**src/rtl/phy_regs_pkg.sv**
```systemverilog
package phy_regs_pkg;
  typedef enum logic [1:0] {
    ACC_LOAD  = 2'd0,
    ACC_SET   = 2'd1,
    ACC_CLEAR = 2'd2,
    ACC_NONE  = 2'd3
  } acc_e;

  localparam int NUM_REGS  = 2;
  localparam int REG_FUNC  = 0;
  localparam int REG_IFC   = 1;
  localparam int ALIASES   = 3;

  localparam int FB_XSEL_LO  = 0;
  localparam int FB_TERM     = 2;
  localparam int FB_OPM_LO   = 3;
  localparam int FB_RESET    = 5;
  localparam int FB_SUSPENDM = 6;

  localparam int IB_SER6   = 0;
  localparam int IB_SER3   = 1;
  localparam int IB_CARKIT = 2;
endpackage

```
**src/rtl/phy_reg_decode.sv**
```systemverilog
module phy_reg_decode
  import phy_regs_pkg::*;
#(
  parameter int ADDR_W    = 6,
  parameter int FUNC_BASE = 4,
  parameter int IFC_BASE  = 7
) (
  input  logic [ADDR_W-1:0]   addr,
  output acc_e                kind [NUM_REGS],
  output logic [NUM_REGS-1:0] sel,
  output logic                hit_id
);
  localparam int BASES [NUM_REGS] = '{FUNC_BASE, IFC_BASE};

  for (genvar i = 0; i < NUM_REGS; i++) begin : g_dec
    logic [ADDR_W-1:0] off;
    assign off    = addr - ADDR_W'(BASES[i]);
    assign sel[i] = (int'(addr) >= BASES[i]) && (int'(off) < ALIASES);
    assign kind[i] = sel[i] ? acc_e'(off[1:0]) : ACC_NONE;
  end

  assign hit_id = (addr == '0);
endmodule

```
**src/rtl/phy_alias_reg.sv**
```systemverilog
module phy_alias_reg
  import phy_regs_pkg::*;
#(
  parameter int              W       = 8,
  parameter logic [W-1:0]    RST_VAL = '0,
  parameter logic [W-1:0]    RO_MASK = '0
) (
  input  logic         clk,
  input  logic         rst,
  input  logic         we,
  input  acc_e         kind,
  input  logic [W-1:0] wdata,
  input  logic [W-1:0] hw_clr,
  input  logic [W-1:0] hw_set,
  output logic [W-1:0] q
);
  logic [W-1:0] sw_val;
  logic [W-1:0] nxt;

  always_comb begin
    sw_val = q;
    if (we) begin
      unique case (kind)
        ACC_LOAD:  sw_val = wdata;
        ACC_SET:   sw_val = q | wdata;
        ACC_CLEAR: sw_val = q & ~wdata;
        default:   sw_val = q;
      endcase
    end
    nxt = ((sw_val & ~hw_clr) | hw_set) & ~RO_MASK;
  end

  always_ff @(posedge clk) begin
    if (rst) q <= RST_VAL & ~RO_MASK;
    else     q <= nxt;
  end
endmodule

```
**src/rtl/phy_read_mux.sv**
```systemverilog
module phy_read_mux
  import phy_regs_pkg::*;
#(
  parameter int           W          = 8,
  parameter logic [W-1:0] PRODUCT_ID = 8'h24
) (
  input  logic [NUM_REGS-1:0]        sel,
  input  logic                       hit_id,
  input  logic [NUM_REGS-1:0][W-1:0] regs,
  output logic [W-1:0]               data
);
  always_comb begin
    data = '0;
    if (hit_id) data = PRODUCT_ID;
    for (int i = 0; i < NUM_REGS; i++)
      if (sel[i]) data = regs[i];
  end
endmodule

```
**src/rtl/phy_ctrl_regs.sv**
```systemverilog
module phy_ctrl_regs
  import phy_regs_pkg::*;
#(
  parameter int                ADDR_W     = 6,
  parameter int                DATA_W     = 8,
  parameter logic [DATA_W-1:0] PRODUCT_ID = 8'h24,
  parameter int                FUNC_BASE  = 4,
  parameter int                IFC_BASE   = 7
) (
  input  logic              clk,
  input  logic              rst,
  input  logic [ADDR_W-1:0] addr,
  input  logic [DATA_W-1:0] wdata,
  input  logic              wr,
  input  logic              rd,
  output logic [DATA_W-1:0] rdata,
  input  logic              reset_done,
  input  logic              lowpower_exit,
  input  logic              serial6_exit,
  input  logic              serial3_exit,
  input  logic              carkit_exit,
  output logic [1:0]        xcvr_sel,
  output logic              term_sel,
  output logic [1:0]        op_mode,
  output logic              xcvr_reset,
  output logic              suspend_req,
  output logic              serial6_en,
  output logic              serial3_en,
  output logic              carkit_en
);
  localparam logic [DATA_W-1:0] FUNC_RST = DATA_W'(8'h41);
  localparam logic [DATA_W-1:0] FUNC_RO  = ~(DATA_W'(8'h7F));
  localparam logic [DATA_W-1:0] IFC_RO   = ~(DATA_W'(8'h07));

  acc_e                             kind [NUM_REGS];
  logic [NUM_REGS-1:0]              sel;
  logic                             hit_id;
  logic [NUM_REGS-1:0][DATA_W-1:0]  regs;
  logic [NUM_REGS-1:0][DATA_W-1:0]  hw_clr;
  logic [NUM_REGS-1:0][DATA_W-1:0]  hw_set;
  logic [DATA_W-1:0]                rd_data;

  phy_reg_decode #(.ADDR_W(ADDR_W), .FUNC_BASE(FUNC_BASE), .IFC_BASE(IFC_BASE)) u_dec (
    .addr(addr), .kind(kind), .sel(sel), .hit_id(hit_id)
  );

  always_comb begin
    hw_clr = '0;
    hw_set = '0;
    hw_clr[REG_FUNC][FB_RESET]    = reset_done;
    hw_set[REG_FUNC][FB_SUSPENDM] = lowpower_exit;
    hw_clr[REG_IFC][IB_SER6]      = serial6_exit;
    hw_clr[REG_IFC][IB_SER3]      = serial3_exit;
    hw_clr[REG_IFC][IB_CARKIT]    = carkit_exit;
  end

  localparam logic [NUM_REGS-1:0][DATA_W-1:0] RST_VALS = {{DATA_W{1'b0}}, FUNC_RST};
  localparam logic [NUM_REGS-1:0][DATA_W-1:0] RO_VALS  = {IFC_RO, FUNC_RO};

  for (genvar i = 0; i < NUM_REGS; i++) begin : g_reg
    phy_alias_reg #(.W(DATA_W), .RST_VAL(RST_VALS[i]), .RO_MASK(RO_VALS[i])) u_reg (
      .clk(clk), .rst(rst), .we(wr), .kind(kind[i]), .wdata(wdata),
      .hw_clr(hw_clr[i]), .hw_set(hw_set[i]), .q(regs[i])
    );
  end

  phy_read_mux #(.W(DATA_W), .PRODUCT_ID(PRODUCT_ID)) u_mux (
    .sel(sel), .hit_id(hit_id), .regs(regs), .data(rd_data)
  );

  always_ff @(posedge clk) begin
    if (rst)     rdata <= '0;
    else if (rd) rdata <= rd_data;
  end

  assign xcvr_sel    = regs[REG_FUNC][FB_XSEL_LO +: 2];
  assign term_sel    = regs[REG_FUNC][FB_TERM];
  assign op_mode     = regs[REG_FUNC][FB_OPM_LO +: 2];
  assign xcvr_reset  = regs[REG_FUNC][FB_RESET];
  assign suspend_req = ~regs[REG_FUNC][FB_SUSPENDM];
  assign serial6_en  = regs[REG_IFC][IB_SER6];
  assign serial3_en  = regs[REG_IFC][IB_SER3];
  assign carkit_en   = regs[REG_IFC][IB_CARKIT];
endmodule

```
**config.mk**
```make
export PLATFORM = sky130hd
export DESIGN_NAME = phy_ctrl_regs
export DESIGN_NICKNAME = d
export VERILOG_FILES = /design/src/rtl/phy_regs_pkg.sv /design/src/rtl/phy_reg_decode.sv /design/src/rtl/phy_alias_reg.sv /design/src/rtl/phy_read_mux.sv /design/src/rtl/phy_ctrl_regs.sv
export SDC_FILE = /design/constraint.sdc
export NUM_CORES = 1
export LEC_CHECK = 0
export BUFFER_PORTS_ARGS = -buffer_cell sky130_fd_sc_hd__buf_2
export CORE_MARGIN = 4
export CORE_UTILIZATION = 47
export DETAILED_ROUTE_END_ITERATION = 6
export PLACE_DENSITY = 0.78
export SYNTH_ARGS = -nofsm -noshare
export SYNTH_HDL_FRONTEND = slang
export SYNTH_SLANG_ARGS = --single-unit
```
**constraint.sdc**
```tcl
create_clock -name clk -period 1.9 [get_ports clk]
set_input_delay 0.285 -clock clk [delete_from_list [all_inputs] [get_ports clk]]
set_output_delay 0.285 -clock clk [all_outputs]
set_load 0.02 [all_outputs]
```
* Word-level counts from Yosys, hierarchy flattened
Index checks and enable logic that the tools add are counted.
Widths: inputs -> output; s select.
** Storage, ports and cells
- Register bits after elaboration :: 18
- Bits of input ports :: 23
- Output and inout bits :: 18
- Logic and storage cells :: 38
** Cells by class
- Add/sub/neg operators :: 2
- Magnitude comparators :: 4
- Equality and inequality tests :: 4
- Mux-type cells :: 9
- Bitwise operators :: 11
- Reduce and logical (&&, ||, !) cells :: 5
** Operators with widths (number)
- $mux 7 :: 3
- $pmux 7 s3 :: 1
- $and 7x7->7 :: 2
- $or 7x7->7 :: 2
- $ge 6x3->1 const B :: 2
- $lt 6x2->1 const B :: 2
- $sub 6x3->6 const B :: 2
- $pmux 3 s3 :: 1
- $not 6->7 :: 1
- $not 7->7 :: 1
- $and 3x3->3 :: 2
- $logic_not 6->1 :: 1
- $mux 6 :: 1
- $eq 2x1->1 const B :: 2
- $eq 2x2->1 const B :: 2
- $logic_not 2->1 :: 2
- $mux 2 :: 2
- $mux 3 :: 1
- $not 3->3 :: 1
- $or 3x3->3 :: 1
- $logic_and 1x1->1 :: 2
- $not 1->1 :: 1

* Depth between registers and ports, before layout
Gate-level depths: netlist of the first run.
- Word-level depth :: 9
- Gate-level depth with buffers :: 7
- Gate-level depth less buffers :: 6

* Cells and area by module
Synthesis of the first run repeated with hierarchy kept, for this count alone.
** Unflattened totals
- Cells, all modules :: 140
- Area, all modules :: 1144.8 um2
** Modules (own cells, without submodules)
- phy_alias_reg (g_reg[0].u_reg) :: instances 1, cells each 48, area each 370.4 um2, sequential area each 140.1 um2
- phy_ctrl_regs :: instances 1, cells each 28, area each 292.8 um2, sequential area each 160.2 um2
- phy_alias_reg (g_reg[1].u_reg) :: instances 1, cells each 26, area each 200.2 um2, sequential area each 60.1 um2
- phy_reg_decode :: instances 1, cells each 22, area each 156.4 um2, sequential area each 0.0 um2
- phy_read_mux :: instances 1, cells each 16, area each 125.1 um2, sequential area each 0.0 um2

* Least setup slack after synthesis of the first run
Ideal clock, no wire load.
- Path kind :: input -> register
- Start :: in addr[1]
- End :: reg g_reg[1].u_reg.q[0]
- Library setup time :: 132 ps
- Arrival time :: 1432 ps
- Required time :: 1768 ps
- Slack :: 336 ps
- Stages :: 7
- Buffers on the path :: 1
- Cell sequence :: buf_2 > inv_1 > ha_1 > inv_1 > o211a_1 > a41oi_1 > nor4_1
** On the way
- Cells in the longest elaborated chain, start to end :: 8
- Elaborated cells on any way between the ends :: 11
- Classes of those cells :: add/sub: 1; order compare: 2; eq/ne: 2; mux: 3; bitwise: 1; reduce/logical: 2
** RTL lines
- from (decl) :: RTL line phy_ctrl_regs.sv:12 : input logic [ADDR_W-1:0] addr,
- $sub 6x3->6 :: RTL line phy_reg_decode.sv:17 : assign off = addr - ADDR_W'(BASES[i]);
- $lt 6x2->1 :: RTL line phy_reg_decode.sv:18 : assign sel[i] = (int'(addr) >= BASES[i]) && (int'(off) < ALIASES);
- $logic_and 1x1->1 :: RTL line phy_reg_decode.sv:18
- $mux 2 * :: RTL line phy_reg_decode.sv:19 : assign kind[i] = sel[i] ? acc_e'(off[1:0]) : ACC_NONE;
- $eq 2x2->1, or another cell as far along :: RTL line phy_alias_reg.sv:23 : unique case (kind)
- $pmux 3 s3 * :: RTL line phy_alias_reg.sv:23
- $mux 3 * :: RTL line phy_alias_reg.sv:22 : if (we) begin
- $and 3x3->3 * :: RTL line phy_alias_reg.sv:30 : nxt = ((sw_val & ~hw_clr) | hw_set) & ~RO_MASK;
- to (signal assigned) :: RTL line phy_alias_reg.sv:34 : if (rst) q <= RST_VAL & ~RO_MASK;
- to (signal assigned) :: RTL line phy_alias_reg.sv:35 : else q <= nxt;
- to (decl) :: RTL line phy_alias_reg.sv:15 : output logic [W-1:0] q
Mark *: on every way between the ends. The rest lies on a longest branch, timed or not.
A chain may end at the register's enable or synchronous reset.

* Worst setup path after layout of the first run
- Start :: in addr[0]
- End :: reg g_reg[1].u_reg.q[0]
Same word-level chain as after synthesis.

==> impl.org, run 1 <==
** Status
- The flow ran to the end, and the final reports show no timing, DRC or antenna violations.

** Logic synthesis
- Of the total synthesized cell area, the portion taken by XOR and XNOR cells is 0.00835.
- The largest total area in the synthesized netlist belongs to sky130_fd_sc_hd__dfxtp_1.
- Fraction of synthesized area in multiplexers :: 0
- In the synthesized netlist, the cells that appear most often are 17 x sky130_fd_sc_hd__dfxtp_1, 9 x sky130_fd_sc_hd__a21oi_1, 9 x sky130_fd_sc_hd__nor2_1, 8 x sky130_fd_sc_hd__inv_1, 8 x sky130_fd_sc_hd__nand2_1.
- Of the total synthesized cell area, the portion taken by full adders, half adders and majority gates is 0.0358.
- Post-synthesis register bit count :: 17
- Yosys top cell area share :: 0.325
- Dominant register cell in the synthesized netlist :: sky130_fd_sc_hd__dfxtp_1
- The compound-gate portion of the synthesized area is 0.274.
- After synthesis, the cell types taking the most area are sky130_fd_sc_hd__dfxtp_1 32%, sky130_fd_sc_hd__a21oi_1 4.3%, sky130_fd_sc_hd__buf_4 4.3%, sky130_fd_sc_hd__nand2b_1 4.2%, sky130_fd_sc_hd__ha_1 3.6%.
- Synthesis handed over a netlist of 127 instances.
- Number of distinct library cell variants in the gate-level netlist after synthesis :: 40
- Of the total synthesized cell area, the portion taken by AND, OR, NAND and NOR gates is 0.255.
- Average cell area after synthesis :: a little over 8 µm²
- In this run, synthesis inferred 0 flip-flops with an integrated enable.
- Largest family of logic cells by synthesized area :: compound AO/OA/AOI/OAI gates
- For this run, the number of Yosys warnings is 0.
- Number of nets produced by synthesis :: 153
- Area of the mapped netlist :: 1050 µm²
- Sequential fraction of the synthesis area :: 0.325
- In the post-synthesis netlist, the cell with the most instances is sky130_fd_sc_hd__dfxtp_1.
- Share of synthesized flip-flops with an asynchronous set or reset :: 0

** Clock tree
- Resized Gates After CTS :: 0
- The later pin in the worst-skew pair is clocked with a latency of roughly 0.28 ns.
- Number of buffers inserted for hold repair after clock tree synthesis :: 0
- Maximum clock path buffer count :: 2
- # clock sinks :: 17
- Clock tree synthesis inserted a total of 3 buffers.
- CTS placed an instance of sky130_fd_sc_hd__clkbuf_4 at the clock tree root.
- CTS built an H-tree with a depth of 1.
- Post CTS Setup Buffer Count :: 0
- Clock input transition at the sequential cells of the worst setup and hold paths :: 0.09 ns
- TritonCTS clock tree :: done

** Min path
- Start point of the worst hold path :: serial6_exit
- Number of cells on the worst hold path :: 2
- Class of the tightest hold or removal check :: input port to flip-flop

** Die
- The floorplan has 16 rows.
- 41 I/O pins were placed.
- For this configuration, the core starts out at a cell density of 0.513.
- Die Footprint :: around 3100 µm²
- In this run the vertical extent of the chip is about 55 µm.
- Die boundary width :: ~55 µm
- The core region is between 2000 and 2500 µm².

** Cells and area
- Final standard cell count with taps included and fillers excluded :: around 190
- Layout Nets :: about 190
- Relative to the synthesized area, the layout overhead comes to 17.7%.
- Count of inserted antenna diode cells :: 0
- Fraction of layout cells with a size suffix above 1 :: 0.289

** Setup path
- On the critical path, the stage with the largest delay is an instance of sky130_fd_sc_hd__nor4b_1.
- In this run the worst path has a maximum fanout of 6.
- In this run the critical register-to-register path is launched from g_reg[0].u_reg.q[2]$_SDFFE_PP0P_.
- Origin of the worst setup path :: addr[0]
- Arrival @ worst endpoint :: 1.62 ns
- Element type at the critical path end :: flip-flop
- For the worst flop-to-flop path, the logic depth is 3.
- Required time of the worst setup path :: 2.07 ns
- STA classifies the critical path startpoint as an input port.
- The signal on the critical path passes through buf_2 -> inv_1 -> ha_1 -> nor3_1 -> o21ai_1 -> nor4b_1 -> nor4_1.
- Largest incremental delay on the critical path :: 0.37 ns
- Category of the critical setup timing path :: input port to flip-flop

** Power and ir drop
- Summed over all nets, the switching power comes to roughly 190 µW.
- Proportion of power drawn by the clock network :: 0.279
- In this run the static leakage power is 0.000552 µW.
- The share of total power dissipated in combinational logic is 0.188.
- Switching power as a share of total power :: 0.280
- Share of power burned in registers :: 0.533
- Power density relative to cell area :: approximately 550 nW/µm²
- Peak VDD IR :: 0.249 mV
- Internal power comes to 490 µW.

** Detailed routing
- Routed vias/inst :: about 5.7
- Routed Wire Length :: approximately 2500 µm
- Antenna Violating Nets Remaining :: 0
- The pre-antenna-repair detailed-routing pass consisted of 4 iterations.
- Dividing the detail-routed wire length by the instance count gives 13.6 µm.
- Count of vias placed by the detailed router :: 1,058
- Post-route DRC :: 0
- For this block, the initial DRC count from the detailed router was 38.

** STA
- In the finished design, the share of the clock period the worst path needs comes to 0.762.
- Highest achievable clock rate :: 0.691 GHz
- The clock period could shrink to 1.45 ns.
- Number of slew-limit violations in the final report :: 0
- RSZ-0062 raised after global routing :: no
- Worst-case clock skew :: ~0.00078 ns
- Total of endpoints with negative setup slack in the final report :: 0
- Summed negative setup slack over all endpoints :: 0 ns
- The worst path meets setup with 0.453 ns of slack.
- The number of failing hold endpoints at the final stage came to 0.

** Global routing
- Total global routing track utilization :: 0.168
- Number of global-route vias before repair :: 1,020
- Largest net degree at the start of global routing :: 20
- Final global-route overflow total :: 0
- The initial antenna violation count is 0.
- The first global-routing pass estimated 4330 µm of wire.

** Place
- Placement Setup Slack :: 0.158 ns
- Placed Cells :: 182
- Detailed placement finished with a half-perimeter wire length of 1970 µm.
- At the end of routability-driven placement, the weighted congestion stood at 0.843.
- Count of buffers inserted at the top-level ports :: 38

** Job
- Number of violations of the max-capacitance limit :: 0
-- worst max-delay path: cells and delay by family --
| family | cells | cell delay, ns |
|---|---|---|
| adders and majority gates | 1 | 0.22 |
| buffers and inverters | 2 | 0.25 |
| AOI/OAI and AO/OA | 1 | 0.20 |
| and+or+nand+nor | 3 | 0.67 |
-- placed cells by master (no fill, tap or decap), types with 3 or more instances in the layout --
cell                       Yosys  final
sky130_fd_sc_hd__nand2_1       8      8
sky130_fd_sc_hd__dfxtp_1      17     17
sky130_fd_sc_hd__nand2b_1      7      7
sky130_fd_sc_hd__a21o_1        3      3
sky130_fd_sc_hd__o31ai_1       4      4
sky130_fd_sc_hd__inv_1         8      8
sky130_fd_sc_hd__a21oi_1       9      9
sky130_fd_sc_hd__clkbuf_4      0      3
sky130_fd_sc_hd__nor2_1        9      9
sky130_fd_sc_hd__o21ai_0       4      4
sky130_fd_sc_hd__ha_1          3      3
sky130_fd_sc_hd__a311oi_1      3      3
sky130_fd_sc_hd__buf_2         1     38
sky130_fd_sc_hd__nand4_1       4      4
sky130_fd_sc_hd__a211oi_1      3      3
sky130_fd_sc_hd__nand3_1       5      5
-- worst paths after layout --
kind	endpoint	slack [ns]
setup / recovery	g_reg[1].u_reg.q[0]$_SDFF_PP0_	0.45
setup reg to reg	rdata[2]$_SDFFE_PP0P_	1.00
hold reg to reg	rdata[6]$_SDFFE_PP0P_	0.47
hold / removal	g_reg[1].u_reg.q[0]$_SDFF_PP0_	0.16
-- cell type report --
class / instances / area, µm²
fill: 203 / 808
multi-input combinational: 91 / 606
sequential: 17 / 340
timing repair buffer: 39 / 198
tap: 27 / 33.8
inverter: 8 / 30.0
clock buffer: 4 / 26.3
-- registers in the layout, summed over array words and instances, names as in the netlist --
| signal | count |
|---|---|
| g.u_reg.q | 10 |
| rdata | 7 |
-- metrics by stage --
step	util	hold WS [ns]	power [µW]	area, µm²
after global routing	0.604	0.160	711	1230
after global placement	0.591	0.452	494	1210
after CTS	0.604	0.160	681	1230
after floorplan	-	0.364	453	1050
final	0.604	0.161	680	1230
after detailed placement	0.591	0.462	498	1210
-- logic make-up (layout without fill, tap and decap cells) --
kind of cell | after synthesis | after routing
AND/OR/NAND/NOR | 45 | 45
AO/OA/AOI/OAI | 41 | 41
buffers and inverters | 19 | 51
flip-flops | 17 | 17
adder cells (fa/ha/maj) | 3 | 3
other | 1 | 1
XOR/XNOR | 1 | 1
-- power groups by stage --
stage | registers, µW | logic (µW) | clock network, µW
final | 363 | 128 | 190
after global routing | 363 | 141 | 207
after CTS | 363 | 128 | 190
after detailed placement | 371 | 127 | 0
after global placement | 371 | 123 | 0
after floorplan | 376 | 77.1 | 0
-- per-layer routing --
| metal | GRT usage | up-vias | wire length [µm] |
|---|---|---|---|
| met5 | 0 | - | 0 |
| met4 | 0.0833 | 0 | 61 |
| met3 | 0.0350 | 6 | 156 |
| met2 | 0.274 | 43 | 1180 |
| met1 | 0.209 | 479 | 1130 |
| li1 | - | 530 | - |
Note: power is estimated with default switching activity, not from simulation.
==> run 2, diff against run 1 <==
==> constraint.sdc (replaced) <==
create_clock -name clk -period 1.4 [get_ports clk]
set_input_delay 0.21 -clock clk [delete_from_list [all_inputs] [get_ports clk]]
set_output_delay 0.21 -clock clk [all_outputs]
set_load 0.02 [all_outputs]
==> impl.org, run 2 (synthesis gave the netlist of run 1 again) <==
** Status
- Run status :: finished, final reports clean

** Global routing
- Met2 demand-to-capacity share in global routing :: 0.302 (+0.0287)
- The met3 track demand over resource in global routing was 0.0443 (+0.00932).
- Global-route track usage on met1 :: 0.224 (+0.0149)
- The layer flagged by global routing as most heavily used is met2.
- The residual overflow from global routing is 0 (unchanged).
- Total global routing track utilization :: 0.182 (+0.0137)
- Antenna violations before repair :: 0 (unchanged)
- Number of global-route vias before repair :: 1,037 (+1.7%)
- The largest net degree at the start of global routing is 20 (unchanged).
- The global-route wire length before repair came to 4570 µm (+5.7%).

** STA
- The number of failing hold endpoints at the final stage is 0 (unchanged).
- Dividing the final minimum period by the clock period gives 0.901.
- Period minus WS final :: 1.26 ns
- Total of endpoints with negative setup slack in the final report :: 0 (unchanged)
- For this run, the top clock speed supported by timing is 0.793 GHz.
- Number of slew-limit violations in the final report :: 0 (unchanged)
- The worst setup skew after layout was 0.00553 ns (+0.00475 ns).
- RSZ-0062 raised after global routing :: no

** Power and ir drop
- The clock group share of total power was 0.275 (-0.004).
- Combinational share of power :: 0.212 (+0.024)
- The reported leakage power came to 0.000602 µW (+9.1%).
- Switching power as a share of total power :: 0.291 (+0.0111)
- The internal power is 681 µW (+39%).
- The power consumption came to 960 µW (+41%).
- The total power per unit cell area is 726 nW/µm² (+32%).
- The maximum resistive drop on vdd came to 0.604 mV (+140%).
- Switching power :: 279 µW (+47%)
- The part of the power in registers was 0.513 (-0.020).

** Setup path
- The data required time of the critical path was 1.57 ns (-0.50 ns).
- Category of the critical setup timing path :: input port to flip-flop
- Element type at the critical path end :: flip-flop
- Arrival @ worst endpoint :: 1.43 ns (-0.19 ns)
- In this run the critical register-to-register path is captured at rdata[2]$_SDFFE_PP0P_.
- Worst r2r path cells :: 3 (unchanged)
- The worst setup path is launched from an input port.
- Maximum fanout encountered on the critical timing path :: 5 (-1)
- The startpoint identified for the worst register-to-register timing path is g_reg[0].u_reg.q[2]$_SDFFE_PP0P_.
- Setup slack of the worst register-to-register path :: 0.50 ns (-0.50 ns)

** Place
- The placer's final routability congestion estimate was 0.857 (+1.7%).
- Placed Cells :: 192 (+5.5%)
- The HPWL after detailed placement is 2180 µm (+10%).
- The count of port buffers added during placement is 38 (unchanged).

** Die
- Die Span Y :: 55.2 µm (unchanged)
- Area of the placeable core :: 2040 µm² (unchanged)
- Starting density of the core :: 0.513 (unchanged)
- The die width came to 55.2 µm (unchanged).
- Standard-cell row count :: 16 (unchanged)
- I/O pin total :: 41 (unchanged)
- The overall die area is 3050 µm² (unchanged).

** Detailed routing
- The total vias in the final route was 1,082 (+2.3%).
- The average wire length per cell after detail routing was 13.9 µm (+2.1%).
- The violation count after the first detailed-routing iteration is 22 (-42%).
- Post-route DRC :: 0 (unchanged)
- The wire length after detailed routing was 2720 µm (+7.6%).
- Number of iterations in the first detailed-routing pass :: 4 (unchanged)
- The post-route antenna net violation count was 0 (unchanged).
- Routed vias/inst :: 5.52 (-2.9%)

** Clock tree
- The H-tree depth is 1 (unchanged).
- Number of buffers inserted for hold repair after clock tree synthesis :: 0 (unchanged)
- Clock network latency to the later pin of the worst-skew pair :: 0.29 ns (about the same)
- The clock-pin slew reported for the worst setup and hold paths after clock tree synthesis is 0.10 ns (about the same).
- Root buffer selected by CTS :: sky130_fd_sc_hd__clkbuf_4
- TritonCTS clock tree :: done
- Post CTS Setup Buffer Count :: 0 (unchanged)
- The post-cts sizing count is 0 (unchanged).
- # clock sinks :: 17 (unchanged)
- Maximum clock path buffer count :: 2 (unchanged)
- Number of clock buffers inserted by TritonCTS :: 3 (unchanged)

** Cells and area
- More flip-flops sit in one register than any other, and that register is g.u_reg.q.
- The area of the multi-input gates is 618 µm² (+2.1%).
- Reg area :: 340 µm² (unchanged)
- The non-filler instance count after layout came to 196 (+5.4%).
- The number of flip-flops under the largest register name is 10 (unchanged).
- Relative to the synthesized area, the layout overhead comes to 26.1%.
- Layout Nets :: 196 (+5.4%)
- The filler cell count in the final layout came to 202 (-0.49%).
- Count of inserted antenna diode cells :: 0 (unchanged)
- Leaving out fill and tap cells, the most frequent cell in the layout is sky130_fd_sc_hd__buf_2.
- Registers with the most flip-flops :: g.u_reg.q: 10 flops, rdata: 7 flops
- The share of layout cells above drive strength 1 came to 0.349 (+0.0598).
- In the layout the commonest cells are 38 x sky130_fd_sc_hd__buf_2, 17 x sky130_fd_sc_hd__dfxtp_1, 11 x sky130_fd_sc_hd__buf_4.

** Min path
- Start point of the worst hold path :: serial6_exit
- The number of cells traversed by the worst hold path was 2 (unchanged).
- The tightest min-delay check is of the input port to flip-flop type.
- Hold-critical path endpoint :: g_reg[1].u_reg.q[0]$_SDFF_PP0_

** Job
- The count of max-cap constraint violations came to 0 (unchanged).
==> run 2: per-layer routing <==
metal,up-vias,share of wire
li1,544,-
met4,0,0.011
met1,489,0.43
met5,-,0
met3,6,0.077
met2,43,0.48
==> run 2: worst max-delay path, cell delays in order <==
cell and delay, ns:
sky130_fd_sc_hd__buf_2 0.10, sky130_fd_sc_hd__inv_1 0.06, sky130_fd_sc_hd__ha_1 0.20, sky130_fd_sc_hd__nor3_1 0.20, sky130_fd_sc_hd__o21ai_1 0.21, sky130_fd_sc_hd__o31ai_1 0.33
sky130_fd_sc_hd__a211oi_1 0.12
==> run 2: layout make-up <==
type / count / area share
Multi-Input combinational cell: 91 / 0.467
Inverter: 8 / 0.0227
Sequential cell: 17 / 0.257
Timing Repair Buffer: 49 / 0.206
Clock inverter: 1 / 0.00378
Clock buffer: 3 / 0.0170
Tap cell: 27 / 0.0255
==> run 2: power groups by stage <==
stage	logic, µW	registers (µW)	clock network (µW)
floorplan	109	510	0
global placement	193	503	0
detailed placement	201	504	0
CTS	202	493	273
global route	225	493	296
finish	204	492	264
==> run 2: how the worst max path moves through the flow <==
| stage | start | endpoint |
|---|---|---|
| floorplan | addr[1] | g_reg[1].u_reg.q[0]$_SDFF_PP0_ |
| global placement | addr[1] | g_reg[0].u_reg.q[0]$_SDFFE_PP1P_ |
| detailed placement | addr[0] | g_reg[1].u_reg.q[2]$_SDFF_PP0_ |
| CTS | addr[0] | g_reg[1].u_reg.q[2]$_SDFF_PP0_ |
| global route | addr[0] | rdata[1]$_SDFFE_PP0P_ |
| finish | addr[0] | g_reg[1].u_reg.q[2]$_SDFF_PP0_ |
==> run 2: through the flow <==
stage                     worst slack (ns)  area (µm²)  hold slack, ns   util  setup TNS [ns]
after detailed placement            -0.157        1290           0.383  0.634           -1.56
after floorplan                     0.0103        1060           0.289      -               0
after global routing                0.0358        1320          0.0713  0.648               0
after global placement              -0.103        1290           0.376  0.634          -0.819
final                                0.139        1320          0.0683  0.648               0
after CTS                            0.163        1320          0.0613  0.648               0
==> run 3, diff against run 2 <==
--- a/config.mk
+++ b/config.mk
@@ -7,9 +7,12 @@
 export LEC_CHECK = 0
 export BUFFER_PORTS_ARGS = -buffer_cell sky130_fd_sc_hd__buf_2
 export CORE_MARGIN = 4
-export CORE_UTILIZATION = 47
+export CORE_UTILIZATION = 49
 export DETAILED_ROUTE_END_ITERATION = 6
-export PLACE_DENSITY = 0.78
+export GPL_ROUTABILITY_DRIVEN = 1
+export PLACE_DENSITY = 0.79
 export SYNTH_ARGS = -nofsm -noshare
 export SYNTH_HDL_FRONTEND = slang
+export SYNTH_HIERARCHICAL = 1
 export SYNTH_SLANG_ARGS = --single-unit
+export TNS_END_PERCENT = 5
==> impl.org, run 3 <==
** Status
- The flow ran to the end, but the final reports show violations.
- Violated checks :: negative setup slack

** Cells and area
- Leaving out fill and tap cells, the most frequent cell in the layout is sky130_fd_sc_hd__buf_2.
- Commonest cells after routing, fill and taps aside :: 37 x sky130_fd_sc_hd__buf_2, 21 x sky130_fd_sc_hd__conb_1, 18 x sky130_fd_sc_hd__dfxtp_1
- The number of diodes added for antenna fixing came to 0 (unchanged).
- Final standard cell count with taps included and fillers excluded :: 230 (+17%)
- Fill count :: 175 (-13%)
- Fraction of layout cells with a size suffix above 1 :: 0.342 (-0.00753)
- The number of nets in the final layout is 229 (+17%).
- The utilization after layout is 0.709 (+0.0610).
- The largest registers in the layout are g.u_reg/q: 10 flops, rdata: 8 flops.
- Register with the highest flop count :: g.u_reg/q
- Multi-input logic area :: 773 µm² (+25%)
- Number of flip-flops in the largest register :: 10 (unchanged)
- Reg area :: 360 µm² (+5.9%)
- Area added between synthesis and finish :: 36.9%

** Logic synthesis
- Yosys Warn Count :: 6 (+6)
- Yosys attributes the largest share of cell area to sky130_fd_sc_hd__dfxtp_1 31%, sky130_fd_sc_hd__mux2i_1 8.7%, sky130_fd_sc_hd__inv_1 5.2%, sky130_fd_sc_hd__o211ai_1 5.2%, sky130_fd_sc_hd__a31oi_1 4.9%.
- Post-synthesis register bit count :: 18 (+1)
- Synthesized instance count :: 140 (+10%)
- Number of distinct library cell variants in the gate-level netlist after synthesis :: 31 (-23%)
- The netlist area before placement was 1140 µm² (+9.2%).
- The number of enable flip-flop cells after synthesis was 0 (unchanged).
- In the synthesized netlist the dominant register cell turns out to be sky130_fd_sc_hd__dfxtp_1.
- Summed over all instances, the cell type with the most area after synthesis is sky130_fd_sc_hd__dfxtp_1.
- Sequential fraction of the synthesis area :: 0.315 (-0.00983)
- Share of synthesized flip-flops with an asynchronous set or reset :: 0 (unchanged)
- Dominant cell by count in the synthesized netlist :: sky130_fd_sc_hd__dfxtp_1
- Synth top cells by count :: 18 x sky130_fd_sc_hd__dfxtp_1, 16 x sky130_fd_sc_hd__inv_1, 10 x sky130_fd_sc_hd__a21oi_1, 10 x sky130_fd_sc_hd__mux2i_1
- The per-instance average area after synthesis came to 8.18 µm² (-0.95%).
- Yosys top cell area share :: 0.315 (-0.00983)

** Power and ir drop
- Proportion of power drawn by the clock network :: 0.280 (+0.005)
- Peak VDD IR :: 0.709 mV (+17%)
- The part of the power in registers is 0.485 (-0.028).
- Switching power as a share of total power :: 0.285 (-0.00604)
- Internal Dissipation :: 813 µW (+19%)
- Switching power :: 324 µW (+16%)
- P_leak :: 0.000761 µW (+26%)
- The total power per unit cell area was 725 nW/µm² (about the same).
- Combinational share of power :: 0.235 (+0.023)

** STA
- The minimum setup slack in the final design was -0.112 ns (-0.251 ns).
- The final cycle utilization of the critical path is 1.08 (+0.180).
- The total of endpoints with negative setup slack in the final report came to 16 (+16).
- Period minus WS final :: 1.51 ns (+0.251 ns)
- The total negative slack for setup checks was -0.900 ns (-0.900 ns).
- RSZ-0062 raised after global routing :: yes
- Hold slack final :: 0.110 ns (+0.0420 ns)
- The number of failing hold endpoints at the final stage is 0 (unchanged).
- Number of slew-limit violations in the final report :: 0 (unchanged)
- The worst setup skew after layout is 0.00461 ns (-0.000921 ns).
- Highest achievable clock rate :: 0.661 GHz (-17%)

** Min path
- Class of the tightest hold or removal check :: input port to flip-flop
- The worst hold path begins at lowpower_exit.

** Global routing
- The initial antenna violation count was 0 (unchanged).
- The via count of the first global-routing pass was 1,164 (+12%).
- The global-route total usage across every layer came to 0.187 (+0.00503).
- The residual overflow from global routing was 0 (unchanged).
- The largest net degree at the start of global routing was 19 (-5.0%).
- Wire length of the first global-routing pass :: 4860 µm (+6.2%)

** Place
- Routability cong. :: 0.740 (-14%)
- Post-DP HPWL :: 2400 µm (+10%)
- The count of port buffers added during placement was 39 (+2.6%).
- The post-placement cell count was 226 (+18%).

** Setup path
- Category of the critical setup timing path :: input port to flip-flop
- The startpoint identified for the worst register-to-register timing path is g_reg[1].u_reg/q[1]$_SDFF_PP0_.
- STA classifies the critical path endpoint as a flip-flop.
- Arrival @ worst endpoint :: 1.69 ns (+0.26 ns)
- In this design, the largest share of critical-path delay is due to simple AND/OR/NAND/NOR gates.
- Cell with the largest stage delay on the worst path :: sky130_fd_sc_hd__or4_4
- The highest fanout seen on the critical path came to 8 (+3).
- The critical path starts at addr[0].
- The data required time of the critical path came to 1.58 ns (about the same).
- The count of buffering cells on the critical path with inverters included is 1 (-1).
- The worst stage delay on the critical path is 0.43 ns (+0.10 ns).
- The worst setup path is launched from an input port.
- The signal on the critical path passes through buf_8 -> ha_4 -> or4_4 -> nor2_4 -> nand2_4 -> nor2b_1 -> o211ai_1 -> a21oi_1.

** Clock tree
- TritonCTS built the clock tree.
- Maximum clock path buffer count :: 2 (unchanged)
- The clock sink count was 18 (+1).
- The number of buffers created by CTS was 3 (unchanged).
- CTS placed an instance of sky130_fd_sc_hd__clkbuf_4 at the clock tree root.
- CTS H-tree lvls :: 1 (unchanged)
- The clock-pin slew reported for the worst setup and hold paths after clock tree synthesis came to 0.10 ns (about the same).
- Clock network latency to the later pin of the worst-skew pair :: 0.29 ns (about the same)
- Number of buffers inserted for hold repair after clock tree synthesis :: 0 (unchanged)

** Die
- Area of the placeable core :: 2210 µm² (+8.3%)
- The number of rows in the core area is 17 (+1).
- The die height was 56.3 µm (+2.0%).
- Die boundary width :: 56.3 µm (+2.0%)
- Starting density of the core :: 0.518 (+0.00405)
- The number of top-level pins is 41 (unchanged).
- The overall die area is 3170 µm² (+4.0%).

** Detailed routing
- Number of iterations in the first detailed-routing pass :: 5 (+1)
- The violation count after the first detailed-routing iteration came to 36 (+64%).
- Count of vias placed by the detailed router :: 1,183 (+9.3%)
- The post-route DRC violation count is 0 (unchanged).
- The post-route antenna net violation count is 0 (unchanged).
- Routed vias/inst :: 5.14 (-6.8%)
- The average wire length per cell after detail routing was 12.8 µm (-7.8%).
- The wire length after detailed routing is 2940 µm (+8.2%).

** Job
- The count of max-cap constraint violations came to 0 (unchanged).
run 3: cell count changes after synthesis, sizes merged, moves of 5 or more:
cell / before / now
mux2i: 0 / 10
nor2b: 2 / 11
inv: 8 / 16
a31oi: 2 / 9
o211ai: 2 / 8
a22o: 0 / 5
nand2b: 7 / 2
nand3: 6 / 1
nand4: 5 / 0
run 3: path summary, 6_finish.rpt:
path                                     to  slack [ns]  cells after the start
min          g_reg[0].u_reg/q[6]$_SDFF_PP1_        0.11                      3
max reg2reg           rdata[1]$_SDFFE_PP0P_        0.51                      3
min reg2reg  g_reg[0].u_reg/q[6]$_SDFF_PP1_        0.49                      2
max          g_reg[0].u_reg/q[5]$_SDFF_PP0_       -0.11                      8
run 3: final cells by class:
class	instances	area share
Multi-Input combinational cell	115	0.493
Sequential cell	18	0.230
Timing Repair Buffer	49	0.193
Inverter	16	0.0383
Clock buffer	4	0.0231
Tap cell	28	0.0223
run 3: power groups by stage:
stage	Clock, µW	Sequential (µW)	Combinational, µW
floorplan	0	585	134
global placement	0	563	245
detailed placement	0	563	256
CTS	332	551	263
global route	352	555	292
finish	318	551	268
run 3: stage by stage:
step / power [µW] / instance area [µm²] / setup WS (ns)
2_1_floorplan: 718 / 1260 / -0.163
3_3_place_gp: 808 / 1510 / -0.413
3_5_place_dp: 819 / 1510 / -0.482
4_1_cts: 1150 / 1570 / -0.110
5_1_grt: 1200 / 1570 / -0.183
6_report: 1140 / 1570 / -0.112
run 3: cell families after synthesis:
| family | Yosys count | share of synthesized area |
|---|---|---|
| mux | 10 | 0.0874 |
| buf+inv | 25 | 0.115 |
| compound gates | 44 | 0.269 |
| simple gates | 37 | 0.172 |
| other cells | 3 | 0.00984 |
| flops | 18 | 0.315 |
| fa+ha+maj | 3 | 0.0328 |
run 3: worst register-to-register path: stages (launching register included):
cell and delay, ns:
sky130_fd_sc_hd__dfxtp_1 0.35, sky130_fd_sc_hd__a22o_2 0.26, sky130_fd_sc_hd__mux2i_1 0.13, sky130_fd_sc_hd__nor2_1 0.05
run 3: timing repair:
item / CTS / global route
pin swaps: 3 / 2
buffers inserted: 0 / 0
setup endpoints to repair: 17 / 17
resized for setup: 9 / 1
run 3: layer usage:
metal	share of wire	wire length [µm]	GRT usage	vias to the layer above
met5	0	0	0	-
met2	0.53	1560	0.361	42
li1	-	-	-	589
met4	0.0048	14	0.0508	0
met1	0.41	1190	0.200	550
met3	0.058	170	0.0437	2
